===== src/rtl/sram_ctrl_pkg.sv =====
package sram_ctrl_pkg;

  typedef enum logic [2:0] {
    ST_IDLE   = 3'd0,
    ST_READ   = 3'd1,
    ST_WSETUP = 3'd2,
    ST_WPULSE = 3'd3,
    ST_WHOLD  = 3'd4,
    ST_RECOV  = 3'd5
  } ctrl_state_e;

  typedef struct packed {
    logic ce_n;
    logic ce;
    logic we_n;
    logic oe_n;
    logic dq_oe;
  } pin_ctl_t;

  localparam pin_ctl_t PINS_STANDBY = '{ce_n: 1'b1, ce: 1'b0, we_n: 1'b1, oe_n: 1'b1, dq_oe: 1'b0};

  function automatic int unsigned ceil_div(input int unsigned num, input int unsigned den);
    return (num + den - 1) / den;
  endfunction

endpackage


===== src/rtl/sram_ctrl_timer.sv =====
module sram_ctrl_timer #(
  parameter int CNT_W = 2
) (
  input  logic             clk,
  input  logic             rst_n,
  input  logic             load,
  input  logic [CNT_W-1:0] load_val,
  output logic             expired
);
  logic [CNT_W-1:0] cnt_q, cnt_d;

  always_comb begin
    cnt_d = cnt_q;
    if (load) cnt_d = load_val;
    else if (cnt_q != '0) cnt_d = cnt_q - 1'b1;
  end

  always_ff @(posedge clk or negedge rst_n) begin
    if (!rst_n) cnt_q <= '0;
    else        cnt_q <= cnt_d;
  end

  assign expired = (cnt_q == '0);
endmodule


===== src/rtl/sram_ctrl_datapath.sv =====
module sram_ctrl_datapath #(
  parameter int ADDR_W = 17,
  parameter int DATA_W = 8
) (
  input  logic              clk,
  input  logic              rst_n,
  input  logic              accept,
  input  logic [ADDR_W-1:0] addr_in,
  input  logic [DATA_W-1:0] wdata_in,
  input  logic              capture,
  input  logic [DATA_W-1:0] dq_in,
  output logic [ADDR_W-1:0] addr_out,
  output logic [DATA_W-1:0] wdata_out,
  output logic [DATA_W-1:0] rdata_out
);
  logic [ADDR_W-1:0] addr_q;
  logic [DATA_W-1:0] wdata_q, rdata_q;

  always_ff @(posedge clk or negedge rst_n) begin
    if (!rst_n) begin
      addr_q  <= '0;
      wdata_q <= '0;
    end else if (accept) begin
      addr_q  <= addr_in;
      wdata_q <= wdata_in;
    end
  end

  always_ff @(posedge clk or negedge rst_n) begin
    if (!rst_n)       rdata_q <= '0;
    else if (capture) rdata_q <= dq_in;
  end

  assign addr_out  = addr_q;
  assign wdata_out = wdata_q;
  assign rdata_out = rdata_q;
endmodule


===== src/rtl/sram_ctrl.sv =====
module sram_ctrl
  import sram_ctrl_pkg::*;
#(
  parameter int ADDR_W      = 17,
  parameter int DATA_W      = 8,
  parameter int CLK_PS      = 10000,
  parameter int T_ACCESS_PS = 12000,
  parameter int T_OE_PS     = 6000,
  parameter int T_CYCLE_PS  = 12000
) (
  input  logic              clk,
  input  logic              rst_n,
  input  logic              req_valid,
  input  logic              req_write,
  input  logic [ADDR_W-1:0] req_addr,
  input  logic [DATA_W-1:0] req_wdata,
  output logic              req_ready,
  output logic              rsp_done,
  output logic [DATA_W-1:0] rsp_rdata,
  output logic [ADDR_W-1:0] sram_addr,
  output logic              sram_ce_n,
  output logic              sram_ce,
  output logic              sram_we_n,
  output logic              sram_oe_n,
  output logic [DATA_W-1:0] sram_dq_out,
  output logic              sram_dq_oe,
  input  logic [DATA_W-1:0] sram_dq_in
);
  localparam int AA_CYC  = ceil_div(T_ACCESS_PS, CLK_PS);
  localparam int OE_CYC  = ceil_div(T_OE_PS, CLK_PS);
  localparam int RD_RAW  = (AA_CYC > OE_CYC) ? AA_CYC : OE_CYC;
  localparam int RD_CYC  = (RD_RAW < 1) ? 1 : RD_RAW;
  localparam int WP_RAW  = ceil_div(T_CYCLE_PS, CLK_PS);
  localparam int WP_CYC  = (WP_RAW < 1) ? 1 : WP_RAW;
  localparam int MAX_CYC = (RD_CYC > WP_CYC) ? RD_CYC : WP_CYC;
  localparam int CNT_W   = (MAX_CYC < 2) ? 1 : $clog2(MAX_CYC);
  localparam logic [CNT_W-1:0] RD_LOAD = CNT_W'(RD_CYC - 1);
  localparam logic [CNT_W-1:0] WP_LOAD = CNT_W'(WP_CYC - 1);

  ctrl_state_e      state_q, state_d;
  pin_ctl_t         pins_q, pins_d;
  logic             done_q, done_d;
  logic             accept, capture, tmr_load, tmr_expired;
  logic [CNT_W-1:0] tmr_val;

  assign accept = (state_q == ST_IDLE) && req_valid;

  // Next-state and timer control
  always_comb begin
    state_d  = state_q;
    done_d   = 1'b0;
    capture  = 1'b0;
    tmr_load = 1'b0;
    tmr_val  = RD_LOAD;
    unique case (state_q)
      ST_IDLE: if (req_valid) begin
        if (req_write) state_d = ST_WSETUP;
        else begin
          state_d  = ST_READ;
          tmr_load = 1'b1;
          tmr_val  = RD_LOAD;
        end
      end
      ST_READ: if (tmr_expired) begin
        state_d = ST_RECOV;
        capture = 1'b1;
        done_d  = 1'b1;
      end
      ST_WSETUP: begin
        state_d  = ST_WPULSE;
        tmr_load = 1'b1;
        tmr_val  = WP_LOAD;
      end
      ST_WPULSE: if (tmr_expired) state_d = ST_WHOLD;
      ST_WHOLD: begin
        state_d = ST_RECOV;
        done_d  = 1'b1;
      end
      ST_RECOV: state_d = ST_IDLE;
      default:  state_d = ST_IDLE;
    endcase
  end

  // Pin decode of the next state, registered so the pins come from flops
  always_comb begin
    pins_d = PINS_STANDBY;
    unique case (state_d)
      ST_READ:   begin pins_d.ce_n = 1'b0; pins_d.ce = 1'b1; pins_d.oe_n = 1'b0; end
      ST_WSETUP,
      ST_WHOLD:  begin pins_d.ce_n = 1'b0; pins_d.ce = 1'b1; pins_d.dq_oe = 1'b1; end
      ST_WPULSE: begin pins_d.ce_n = 1'b0; pins_d.ce = 1'b1; pins_d.we_n = 1'b0;
                       pins_d.dq_oe = 1'b1; end
      default:   pins_d = PINS_STANDBY;
    endcase
  end

  always_ff @(posedge clk or negedge rst_n) begin
    if (!rst_n) begin
      state_q <= ST_IDLE;
      pins_q  <= PINS_STANDBY;
      done_q  <= 1'b0;
    end else begin
      state_q <= state_d;
      pins_q  <= pins_d;
      done_q  <= done_d;
    end
  end

  sram_ctrl_timer #(.CNT_W(CNT_W)) u_timer (
    .clk      (clk),
    .rst_n    (rst_n),
    .load     (tmr_load),
    .load_val (tmr_val),
    .expired  (tmr_expired)
  );

  sram_ctrl_datapath #(.ADDR_W(ADDR_W), .DATA_W(DATA_W)) u_dp (
    .clk       (clk),
    .rst_n     (rst_n),
    .accept    (accept),
    .addr_in   (req_addr),
    .wdata_in  (req_wdata),
    .capture   (capture),
    .dq_in     (sram_dq_in),
    .addr_out  (sram_addr),
    .wdata_out (sram_dq_out),
    .rdata_out (rsp_rdata)
  );

  assign req_ready  = (state_q == ST_IDLE);
  assign rsp_done   = done_q;
  assign sram_ce_n  = pins_q.ce_n;
  assign sram_ce    = pins_q.ce;
  assign sram_we_n  = pins_q.we_n;
  assign sram_oe_n  = pins_q.oe_n;
  assign sram_dq_oe = pins_q.dq_oe;
endmodule


===== config.mk =====
export PLATFORM = sky130hd
export DESIGN_NAME = sram_ctrl
export DESIGN_NICKNAME = d
export VERILOG_FILES = /design/src/rtl/sram_ctrl_pkg.sv /design/src/rtl/sram_ctrl_timer.sv /design/src/rtl/sram_ctrl_datapath.sv /design/src/rtl/sram_ctrl.sv
export SDC_FILE = /design/constraint.sdc
export NUM_CORES = 1
export LEC_CHECK = 0
export BUFFER_PORTS_ARGS = -buffer_cell sky130_fd_sc_hd__buf_2
export CORE_UTILIZATION = 46
export CTS_CLUSTER_DIAMETER = 80
export DETAILED_ROUTE_END_ITERATION = 7
export PLACE_DENSITY_LB_ADDON = 0.08
export SETUP_SLACK_MARGIN = 0.15
export SLEW_MARGIN = 20
export SYNTH_ARGS = -nofsm -noshare
export SYNTH_HDL_FRONTEND = slang
export SYNTH_SLANG_ARGS = --single-unit

===== constraint.sdc =====
create_clock -name clk -period 1.58 [get_ports clk]
set_input_delay 0.316 -clock clk [delete_from_list [all_inputs] [get_ports clk]]
set_output_delay 0.316 -clock clk [all_outputs]
set_load 0.01 [all_outputs]

; ---- Word-level counts from Yosys, hierarchy flattened
; Index checks and enable logic that the tools add are counted.
[op_classes]
add_sub_neg = 1
eq_ne = 8
n_mux = 17
n_reduce_logical = 4
[ops]
columns = operator, n
row1 = $pmux W3 S5, 1
row2 = $eq A3 B2 Y1 const B, 4
row3 = $mux W1, 9
row4 = $mux W3, 3
row5 = $eq A3 B1 Y1 const B, 2
row6 = $eq A3 B3 Y1 const B, 2
row7 = $mux W2, 2
row8 = $pmux W1 S2, 2
row9 = $reduce_or A4 Y1, 1
row10 = $logic_not A3 Y1, 1
row11 = $reduce_or A3 Y1, 1
row12 = $logic_and A1 B1 Y1, 1
row13 = $sub A1 B1 Y1 const B, 1
[totals]
register_bits = 43
input_bits = 37
wordCells = 41

; ---- Logic depth before layout (Yosys ltp)
; Gate-level depths: netlist of the first run.
[depth]
depth_word = 6
mapped_depth = 5

; ---- Hierarchy
; From an unflattened synthesis of the first run, not the netlist that was laid out.
[hier_totals]
hier_cells = 112
hier_area_um2 = 1805.5
[modules_own_cells]
columns = mod, n_inst, cells_each, area_per_inst_um2, seq_area_each_um2
row1 = sram_ctrl_datapath, 1, 70, 1328.8, 825.8
row2 = sram_ctrl, 1, 39, 441.7, 229.0
row3 = sram_ctrl_timer, 1, 3, 35.0, 25.0

; ---- Worst setup path before layout of the first run
; Ideal clock, no wire load.
[synth_path]
path_kind = register to register
startpoint = register state_q[0]
endpoint = register u_dp.addr_q[0] (netlist: u_dp.addr_out[0])
arrival_ns = 1.427
path_slack_ns = 0.028
stages_incl_launch_ff = 6
synth_period_minus_slack_ns = 1.552
cell_sequence = dfrtp_1 -> nor3_2 -> and2_1 -> buf_6 -> buf_12 -> mux2_4
[synth_between]
elab_chain_cells = 2
[synth_rtl]
columns = item, line_no
row1 = "start, declared", sram_ctrl.sv:40  ; ctrl_state_e state_q, state_d;
row2 = "start signal, assigned", sram_ctrl.sv:103  ; state_q <= state_d;
row3 = $logic_not A3 Y1, --
row4 = via req_ready, sram_ctrl.sv:17  ; output logic req_ready,
row5 = $logic_and A1 B1 Y1, sram_ctrl.sv:46  ; assign accept = (state_q == ST_IDLE) && req_valid;
row6 = "end signal, assigned", sram_ctrl_datapath.sv:24  ; addr_q <= addr_in;
row7 = "end, declared", sram_ctrl_datapath.sv:16  ; logic [ADDR_W-1:0] addr_q;
; The timed path passes the listed nets, and every way through them passes these cells.
; A chain may end at the register's enable or synchronous reset.

; ---- Final worst setup path of the first run
[layout_path]
startpoint = register state_q[0]
endpoint = register u_dp.addr_q[12] (netlist: u_dp.addr_out[12])
[layout_between]
elab_chain_cells = 2
[layout_rtl]
columns = item, line_no
row1 = $logic_not A3 Y1, sram_ctrl.sv:46
row2 = $logic_and A1 B1 Y1, sram_ctrl.sv:46
; Every way passes these cells.

==> results of run 1 <==
## per-stage QoR
| step | instance area, sq um | std cells | hold WS, ns | setup WS, ns | power (mW) |
|---|---|---|---|---|---|
| global placement | 2198 | 232 | 0.3370 | 0.09571 | 3.969 |
| finish | 2426 | 246 | 0.01640 | 0.1033 | 5.058 |
| CTS | 2354 | 244 | 0.02900 | 0.09771 | 4.939 |
| global route | 2426 | 246 | 0.05180 | 0.06159 | 5.368 |
| detailed placement | 2198 | 232 | 0.3455 | 0.04864 | 4.035 |
| floorplan | 1760 | 107 | 0.02041 | 0.07441 | 3.305 |
## per-layer routing
layer / vias to the layer above / part of all wire (%)
met5: - / 0
met4: 0 / 1.0
met3: 5 / 5.7
met2: 46 / 51
met1: 593 / 42
li1: 553 / -
## layout make-up
| cell class | count | area [sq um] |
|---|---|---|
| timing repair buffer | 88 | 541.8 |
| sequential | 43 | 1081 |
| tap | 48 | 60.06 |
| multi-input combinational | 59 | 643.1 |
| clock buffer | 8 | 100.1 |
| fill | 283 | 1235 |
## worst register-to-register path: cells and delay by family (launching register included)
| family | cells | cell delay, ns |
|---|---|---|
| and+or+nand+nor | 2 | 0.45 |
| DFF | 1 | 0.43 |
| muxes | 1 | 0.32 |
| buffers and inverters | 1 | 0.17 |
## how the worst min path moves through the flow
stage                       end  startpoint  depth (start not counted)  slack [ns]
3_5_place_dp   u_dp.addr_out[8]       rst_n                          1        0.35
3_3_place_gp   u_dp.addr_out[8]       rst_n                          1        0.34
5_1_grt        u_dp.addr_out[8]       rst_n                          1        0.05
4_1_cts        u_dp.addr_out[8]       rst_n                          1        0.03
2_1_floorplan          rsp_done       rst_n                          0        0.02
6_report       u_dp.addr_out[8]       rst_n                          1        0.02
## kinds of logic after synthesis
| logic type | Yosys count | synth area share (%) |
|---|---|---|
| DFF | 43 | 61.60 |
| muxes | 33 | 25.48 |
| and+or+nand+nor | 18 | 6.495 |
| AOI/OAI and AO/OA | 8 | 2.998 |
| buffers and inverters | 5 | 3.426 |
## synthesized netlist by cell type
master,instances
dfstp_2,3
nor3_4,1
buf_12,2
nor3_2,1
nor2_1,4
nand2b_1,4
nor3_1,1
a21o_1,1
mux2_2,13
o21ai_0,1
buf_6,1
nand2_1,1
or2_2,1
and2_1,1
dfrtp_1,40
mux2_4,20
clkbuf_1,1
a22oi_1,1
a21oi_1,3
nand3b_1,1
buf_2,1
nor2b_1,3
a211o_1,1
a221oi_1,1
## power by group through the flow
stage / clock network (mW) / logic (mW) / registers [mW]
after floorplan: 0 / 1.13 / 2.18
after global placement: 0 / 2.07 / 1.90
after detailed placement: 0 / 2.10 / 1.93
after CTS: 0.771 / 2.25 / 1.92
after global routing: 0.823 / 2.57 / 1.97
final: 0.746 / 2.40 / 1.91
## repair_timing
item,4_1_cts,5_1_grt
gates cloned,1,1
resized for setup,3,11
setup buffers,3,1
setup endpoints to repair,33,34
pin swaps,3,3
hold buffers,0,0
## state kept, by name (all words and copies together), names as in the netlist, 3 cells and up
register,flops
u_dp.rdata_out,8
u_dp.wdata_out,8
u_dp.addr_out,17
state_q,3
==> results.env, run 1 <==
MAXCLOCKFREQUENCY_GHz=0.6772
WORST_EP_REQUIRED_TIME_NS=1.75
CRITICAL_PATH.MAX_STAGE_DELAY_NS=0.43
CLOCK-SKEW-FINAL_NS=0.003941
RR_WORST_DEPTH=4
CRITICAL-PATH-TOP-DELAY-FAMILY='simple AND/OR/NAND/NOR gates'
MET3_TRACK_DEMAND_OVER_RESOURCE_PCT=6.071
CP_CELL_SEQUENCE='nor3_4 > and2_4 > buf_16 > mux2_4'
REG2REG_SLACK_NS=0.10
SEQUENTIAL_POWER_SHARE_PCT=37.8
WORSTMARGINPINSLEW_NS=0.5729
TIMING.CRITICAL_PATH.FROM='state_q[0]'
POST_ROUTE_CELLS_DRIVE_ABOVE_1_SHARE_PCT=69.19
YOSYS-TOP-CELLS-AREA='dfrtp_1 (57%), mux2_4 (17%), mux2_2 (8.4%)'
PORT_BUFFERS=76
GRT_PASS1_VIAS=1159
POST_SYNTH_INSTANCE_AREA_SQ_UM=1753
CTS-ROOT-TO-SINK-BUFFERS=2
FLOORPLAN.IO_PINS=77
PLACEABLECOREAREA_SQ_UM=3661
CP_ENDPOINT_KIND='flip-flop'
PLACE_HPWL_MICRONS=2397
AVGSYNTHCELLAREA_SQ_UM=16.38
FINALNETCOUNT=234
POWER_SWITCHING_SHARE_PCT=31.81
INSERTION_DELAY_NS=0.29
CRIT_PATH_MAX_FANOUT=12
FINALCRITICALPERIOD_NS=1.477
WORSTPATHBUFFERINVERTERCOUNT=1
LAYOUT.CELLS.MOST_COMMON_LIST='buf_2 (75), dfrtp_1 (39), mux2_4 (25)'
LAYOUT.CORE_UTILIZATION_PCT=66.27
DIE_AREA_SQ_UM=4062
RUN_STATUS='finished clean'
IR_DROP_uV=1031
SYNTH_LARGEST_AREA_CELL='dfrtp_1'
CHIPWIDTH_MICRONS=63.73
CTS_BUFFERS=5
GPL.FINAL_WEIGHTED_CONGESTION=0.8137
WORST_SETUP_PATH_ENDPOINT='u_dp.addr_out[12]'
DRV_CAP=0
POWER_DENSITY_nW_PER_UM2=2085
LEAKAGEPOWER_nW=1.206
GLOBALROUTEOVERFLOWTOTAL=0
SYNTHESIZED_INSTANCE_COUNT=107
SLEW_HEADROOM_PCT=61.81
REMAINING_DRC_ERRORS=0
ANTENNA_VIOLATING_NETS_POST_ROUTE=0
CRIT_CELLS=4
WORST_EP_ARRIVAL_TIME_NS=1.65
GRT.BUSIEST_LAYER='met2'
CTS_TREE='done'
INITIAL_CORE_UTIL_PCT=47.88
INTERNAL_POWER_mW=3.449
DR_TOTAL_VIAS=1197
WORST_FLOP_TO_FLOP_PATH_STARTPOINT='state_q[0]'
CRIT_PATH_TOP_DELAY_CELL='dfrtp_2'
HOLD_VIOLATIONS_FINAL=0
AREA_GROWTH_SYN_TO_LAYOUT_PCT=38.40
CRITICALPATHCATEGORY='reg -> reg'
PWR-SHARE-CLK_PCT=14.8
DRV_SLEW=0
WL_PER_CELL_MICRONS=14.61
GRT_ANTENNA_BEFORE_REPAIR=0
LAYOUT.CELLS.MOST_COMMON='buf_2'
CHIPHEIGHT_MICRONS=63.73
GRT_SETUP_UNREPAIRED='yes'
GLOBALROUTETOTALUTIL_PCT=18.15
ANTENNA-DIODE-COUNT=0
SYNTH-SEQ-CELLS=43
VIAS_PER_CELL=4.866
HOLD_CLASS='in -> async'
CLOCK_SINK_COUNT=43
FP-ROW-COUNT=22
SYNTH.NET_COUNT=144
SWITCHING_POWER_mW=1.609
YS_WARN_COUNT=0
H_TREE_LVLS=2
GRT_USE_MET1_PCT=22.22
SEQ_AREA_FRAC_SYNTH_PCT=61.60
DRT_ITER0_DRC=43
YOSYS.CELL_TYPES.COUNT=24
ENDPOINT_OF_THE_WORST_SLACK_REG_TO_REG_TIMING_PATH='u_dp.addr_out[12]'
SYNTH.TOP_CELL.AREA_SHARE_PCT=57.10
CLK_TRANSITION_REPORTED_PATHS_NS=0.08
SETUP_VIOL=0
POWER_FRAC_COMB_PCT=47.4
GRT_FIRST_PASS_WIRELENGTH_MICRONS=5464
DRTPASS1ITERATIONS=4
FINALSETUPTNS_NS=0
ROUTED_WL_MICRONS=3594
GRT_MAX_DEGREE=28
CLK_ROOT_BUFFER_CELL='clkbuf_8'
FINALCRITPERIODSHARE_PCT=93.46
GRT_USE_MET2_PCT=29.92
START_KIND='flip-flop'
Note: power is estimated with default switching activity, not from simulation.
==> run 2: changes to the inputs <==
--- a/constraint.sdc
+++ b/constraint.sdc
@@ -3,2 +3,2 @@
 set_output_delay 0.316 -clock clk [all_outputs]
-set_load 0.01 [all_outputs]
+set_load 0.02 [all_outputs]
==> run 2 against run 1 <==
Net effect: sequential power hardly changed; routed wire length is 5.3% higher; count of clock-buffer cells in the layout stayed put; hold slack worse by 0.0019 ns; largest cell class unchanged; largest power group unchanged.
==> results.env, run 2 (synthesized netlist as in run 1, its figures left out) <==
REG2REG_SLACK_NS=0.08
FINAL_HOLD_SLACK_NS=0.01451
WL_PER_CELL_MICRONS=15.32
SWITCHING_POWER_mW=2.027
CP_CELL_SEQUENCE='nor3_4 > and2_4 > buf_16 > mux2_4'
CRIT_PATH_MAX_FANOUT=12
SETUP_VIOL=0
FINALNETCOUNT=235
PLACEABLECOREAREA_SQ_UM=3661
SLEW_HEADROOM_PCT=61.26
IR_DROP_uV=1011
WORST_EP_ARRIVAL_TIME_NS=1.68
PLACED_CELLS=232
GRT_FIRST_PASS_WIRELENGTH_MICRONS=5830
LAYOUT.CELLS.MOST_COMMON_LIST='buf_2 (75), dfrtp_1 (39), mux2_4 (25)'
GLOBALROUTEOVERFLOWTOTAL=0
FINISH.CELL_COUNT_WITHOUT_FILLERS=247
POWER_SWITCHING_SHARE_PCT=36.98
GRT_USE_MET2_PCT=33.11
ANTENNA_VIOLATING_NETS_POST_ROUTE=0
ROUTED_WL_MICRONS=3785
LEAKAGEPOWER_nW=1.209
HOLD_VIOLATIONS_FINAL=0
WORST_SETUP_PATH_ENDPOINT='u_dp.addr_out[7]'
POWER_DENSITY_nW_PER_UM2=2260
GRT_SETUP_UNREPAIRED='yes'
CRIT_PATH_TOP_DELAY_CELL='dfrtp_1'
AREA_GROWTH_SYN_TO_LAYOUT_PCT=38.33
CTS_TREE='done'
FP-ROW-COUNT=22
GPL.FINAL_WEIGHTED_CONGESTION=0.8137
RR_WORST_DEPTH=4
WORSTMARGINPINSLEW_NS=0.5811
WORST_EP_REQUIRED_TIME_NS=1.76
GRT_ANTENNA_BEFORE_REPAIR=0
INTERNAL_POWER_mW=3.454
H_TREE_LVLS=2
POST_ROUTE_CELLS_DRIVE_ABOVE_1_SHARE_PCT=69.35
DRT_ITER0_DRC=33
CLOCK-SKEW-FINAL_NS=0.001445
CHIPWIDTH_MICRONS=63.73
GRT.BUSIEST_LAYER='met2'
PORT_BUFFERS=76
GRT_MAX_DEGREE=28
INSERTION_DELAY_NS=0.29
START_KIND='flip-flop'
CRITICAL_PATH.MAX_STAGE_DELAY_NS=0.42
CLK_TRANSITION_REPORTED_PATHS_NS=0.08
CRITICALPATHCATEGORY='reg -> reg'
GRT_USE_MET1_PCT=23.66
TIMING.CRITICAL_PATH.FROM='state_q[1]'
DRV_SLEW=0
DIE_AREA_SQ_UM=4062
ENDPOINT_OF_THE_WORST_SLACK_REG_TO_REG_TIMING_PATH='u_dp.addr_out[7]'
SEQUENTIAL_POWER_SHARE_PCT=35.2
FINALCRITPERIODSHARE_PCT=95.04
HOLD_CLASS='in -> async'
MET3_TRACK_DEMAND_OVER_RESOURCE_PCT=6.071
FLOORPLAN.IO_PINS=77
CLK_ROOT_BUFFER_CELL='clkbuf_8'
CTS_BUFFERS=5
REMAINING_DRC_ERRORS=0
HOLDBUFCOUNTCTS=0
CTS-ROOT-TO-SINK-BUFFERS=2
FINALCRITICALPERIOD_NS=1.502
DR_TOTAL_VIAS=1196
PLACE_HPWL_MICRONS=2397
DRV_CAP=0
LARGEST_REG_FLOPS=17
POWER_FRAC_COMB_PCT=51.1
CLOCK_SINK_COUNT=43
GRT_PASS1_VIAS=1177
RUN_STATUS='finished clean'
ANTENNA-DIODE-COUNT=0
VIAS_PER_CELL=4.842
LAYOUT.CELLS.MOST_COMMON='buf_2'
WORST_FLOP_TO_FLOP_PATH_STARTPOINT='state_q[1]'
CP_ENDPOINT_KIND='flip-flop'
GLOBALROUTETOTALUTIL_PCT=19.51
MAXCLOCKFREQUENCY_GHz=0.6659
DRTPASS1ITERATIONS=4
PWR-SHARE-CLK_PCT=13.7
INITIAL_CORE_UTIL_PCT=47.88
CHIPHEIGHT_MICRONS=63.73
==> run 2: cell types whose count changed in the layout (fill, tap and decap cells not counted), sizes merged <==
| cell | delta |
|---|---|
| buf | +2 |
| clkbuf | -1 |
==> run 2: metal layers <==
metal  part of all wire (%)  up-vias
li1                       -      554
met1                     42      593
met2                     52       44
met3                    4.8        5
met4                   0.98        0
met5                      0        -
==> run 2: final cells by class <==
class / instances / area (sq um)
clock buffers: 8 / 100.1
fillers: 284 / 1236
multi-input cells: 59 / 643.1
flip-flops and latches: 43 / 1081
well taps: 48 / 60.06
repair buffers: 89 / 540.5
==> run 2: repair_timing <==
action                     CTS  global route
pin swaps                    3             2
gates cloned                 2             0
setup endpoints to repair   34            34
buffers inserted             3             2
gates resized for setup      8             4
==> run 2: worst max-delay path, delay by kind of cell, from the launching register on <==
kind	cells	cell delay, ns
muxes	1	0.31
buffers and inverters	1	0.17
and+or+nand+nor	2	0.48
DFF	1	0.42
==> run 2: power groups by stage <==
| stage | clock, mW | sequential (mW) | combinational [mW] |
|---|---|---|---|
| after floorplan | 0 | 2.55 | 1.13 |
| after CTS | 0.771 | 1.92 | 2.74 |
| after detailed placement | 0 | 1.93 | 2.50 |
| final | 0.751 | 1.93 | 2.80 |
| after global placement | 0 | 1.90 | 2.46 |
| after global routing | 0.825 | 1.99 | 2.97 |
==> run 2: metrics by stage <==
stage          power, mW  worst slack, ns  TNS (ns)  utilization (%)  cell area (sq um)
2_1_floorplan      3.687         -0.01234   -0.2468                -               1760
3_3_place_gp       4.360          0.09571         0            60.05               2198
3_5_place_dp       4.427          0.04864         0            60.05               2198
4_1_cts            5.425          0.09396         0            65.48               2397
5_1_grt            5.778          0.02185         0            66.23               2425
6_report           5.481          0.07834         0            66.23               2425
==> run 2: how the worst min path moves through the flow <==
stage                       end  slack (ns)   from  depth (start not counted)
3_3_place_gp   u_dp.addr_out[8]        0.34  rst_n                          1
3_5_place_dp   u_dp.addr_out[8]        0.35  rst_n                          1
4_1_cts        u_dp.addr_out[8]        0.03  rst_n                          1
5_1_grt        u_dp.addr_out[8]        0.06  rst_n                          1
6_report       u_dp.addr_out[8]        0.01  rst_n                          1
2_1_floorplan          rsp_done        0.02  rst_n                          0
==> run 3: changes to the inputs <==
- CORE_UTILIZATION: 46 -> 48
- CTS_BUF_LIST: unset -> sky130_fd_sc_hd__clkbuf_8
==> run 3 against run 2 <==
Net effect: die area decreased by 4.0%; critical path depth unchanged; worst setup slack improved by 0.073 ns; largest power group unchanged; highest routed layer unchanged.
==> results.env, run 3 (synthesized netlist as in run 1, its figures left out) <==
RUN_STATUS='finished clean'
GRT_ANTENNA_BEFORE_REPAIR=0
WORSTPATHBUFFERINVERTERCOUNT=1
DR_TOTAL_VIAS=1188
GRT_SETUP_UNREPAIRED='yes'
DRV_SLEW=0
ROUTED_WL_MICRONS=3424
ENDPOINT_OF_THE_WORST_SLACK_REG_TO_REG_TIMING_PATH='u_dp.addr_out[10]'
REG2REG_SLACK_NS=0.15
INTERNAL_POWER_mW=3.454
FINAL_HOLD_SLACK_NS=0.2551
SWITCHING_POWER_mW=1.957
CHIPWIDTH_MICRONS=62.43
CRIT_PATH_MAX_FANOUT=9
DPL_CELL_AREA_SQ_UM=2203
START_KIND='flip-flop'
PORT_BUFFERS=76
REMAINING_DRC_ERRORS=0
CHIPHEIGHT_MICRONS=62.43
GRT_PASS1_VIAS=1237
SLEW_HEADROOM_PCT=77.63
CLOCK_SINK_COUNT=43
INSERTION_DELAY_NS=0.29
POST-ROUTE-WORST-SETUP-SLACK_NS=0.1516
INITIAL_CORE_UTIL_PCT=51.32
AREA_GROWTH_SYN_TO_LAYOUT_PCT=36.26
PWR-SHARE-CLK_PCT=15.7
CP_CELL_SEQUENCE='nor3_4 > and2_4 > clkbuf_16 > mux2_4'
CLK_TRANSITION_REPORTED_PATHS_NS=0.07
WORST_EP_ARRIVAL_TIME_NS=1.60
CLOCK-SKEW-FINAL_NS=0.003892
DRV_CAP=0
DRT_ITER0_DRC=31
LAYOUT.CELLS.MOST_COMMON_LIST='buf_2 (75), dfrtp_1 (39), mux2_4 (20)'
RR_WORST_DEPTH=4
CLK_ROOT_BUFFER_CELL='clkbuf_8'
ANTENNA_VIOLATING_NETS_POST_ROUTE=0
CTS-ROOT-TO-SINK-BUFFERS=2
WL_PER_CELL_MICRONS=14.15
POWER_FRAC_COMB_PCT=48.8
FINISH.CELL_COUNT_WITHOUT_FILLERS=242
LAYOUT.FILLER_CELLS=276
GLOBALROUTEOVERFLOWTOTAL=0
FINALCRITPERIODSHARE_PCT=90.40
WORST_FLOP_TO_FLOP_PATH_STARTPOINT='state_q[2]'
CRITICAL-PATH-TOP-DELAY-FAMILY='simple AND/OR/NAND/NOR gates'
PLACEABLECOREAREA_SQ_UM=3416
DIE_AREA_SQ_UM=3898
SETUP_VIOL=0
HOLD_VIOLATIONS_FINAL=0
FLOORPLAN.IO_PINS=77
POWER_SWITCHING_SHARE_PCT=36.17
POST_ROUTE_CELLS_DRIVE_ABOVE_1_SHARE_PCT=68.37
GRT_FIRST_PASS_WIRELENGTH_MICRONS=5782
DRTPASS1ITERATIONS=4
FP-ROW-COUNT=21
PRE_CTS_SLACK_NS=0.08194
WORSTHOLDSTART='req_wdata[0]'
IR_DROP_uV=1174
GPL.FINAL_WEIGHTED_CONGESTION=0.8591
FINALSETUPTNS_NS=0
PLACE_HPWL_MICRONS=2532
CRITICAL_PATH.MAX_STAGE_DELAY_NS=0.41
LARGEST_REG_FLOPS=17
FINISH.INSTANCE_AREA_SQ_UM=2389
SEQUENTIAL_POWER_SHARE_PCT=35.4
GLOBALROUTETOTALUTIL_PCT=19.45
WORSTMARGINPINSLEW_NS=0.3356
WORST_EP_REQUIRED_TIME_NS=1.75
FINALNETCOUNT=232
VIAS_PER_CELL=4.909
PLACED_CELLS=231
GRT_MAX_DEGREE=23
ANTENNA-DIODE-COUNT=0
POWER_DENSITY_nW_PER_UM2=2265
H_TREE_LVLS=2
LAYOUT.CELLS.MOST_COMMON='buf_2'
WORSTHOLDPATHCELLS=2
CRIT_PATH_TOP_DELAY_CELL='dfrtp_1'
LEAKAGEPOWER_nW=1.183
CTS_TREE='done'
FINALCRITICALPERIOD_NS=1.428
CP_ENDPOINT_KIND='flip-flop'
CRITICALPATHCATEGORY='reg -> reg'
MIN_TO='u_dp.wdata_out[0]'
HOLD_CLASS='in -> reg'
CTS_BUFFERS=5
MAXCLOCKFREQUENCY_GHz=0.7001
-- run 3: per-layer routing --
layer | global-route usage (%) | routed length [microns] | up-vias
met1 | 23.11 | 1424 | 595
met2 | 32.20 | 1721 | 44
met5 | 0 | 0 | -
li1 | - | - | 544
met4 | 6.395 | 42 | 0
met3 | 7.664 | 235 | 5
-- run 3: cell type report --
class | count | area, sq um | area share (%)
multi-input combinational | 59 | 621.8 | 26.03
clock inverter | 2 | 35.03 | 1.467
timing repair buffer | 86 | 510.5 | 21.37
tap | 46 | 57.56 | 2.410
clock buffer | 6 | 82.58 | 3.457
sequential | 43 | 1081 | 45.26
-- run 3: worst max path at each step --
stage,end,slack [ns],depth (start not counted),startpoint
after floorplan,u_dp.addr_out[0],-0.01,5,state_q[0]
after CTS,req_ready,0.13,2,state_q[0]
after global routing,u_dp.wdata_out[2],0.07,4,state_q[2]
after detailed placement,u_dp.rdata_out[1],0.08,3,state_q[1]
final,u_dp.addr_out[10],0.15,4,state_q[2]
after global placement,u_dp.rdata_out[2],0.13,3,state_q[1]
-- run 3: per-stage QoR --
stage	utilization, %	power, mW
floorplan	-	3.687
global placement	64.51	4.357
detailed placement	64.51	4.447
CTS	68.90	5.412
global route	69.93	5.711
finish	69.93	5.411
-- run 3: timing repair --
action / CTS / global route
resized for setup: 1 / 3
setup buffers: 1 / 0
hold endpoints to repair: 12 / 0
cloned: 0 / 1
hold buffers: 1 / 0
pin swaps: 1 / 2
setup endpoints to repair: 34 / 34
-- run 3: power groups by stage --
stage          clock network [mW]  logic (mW)  registers (mW)
2_1_floorplan                   0        1.13            2.55
3_3_place_gp                    0        2.45            1.90
3_5_place_dp                    0        2.51            1.93
4_1_cts                     0.884        2.61            1.92
5_1_grt                     0.921        2.81            1.98
6_report                    0.852        2.64            1.92
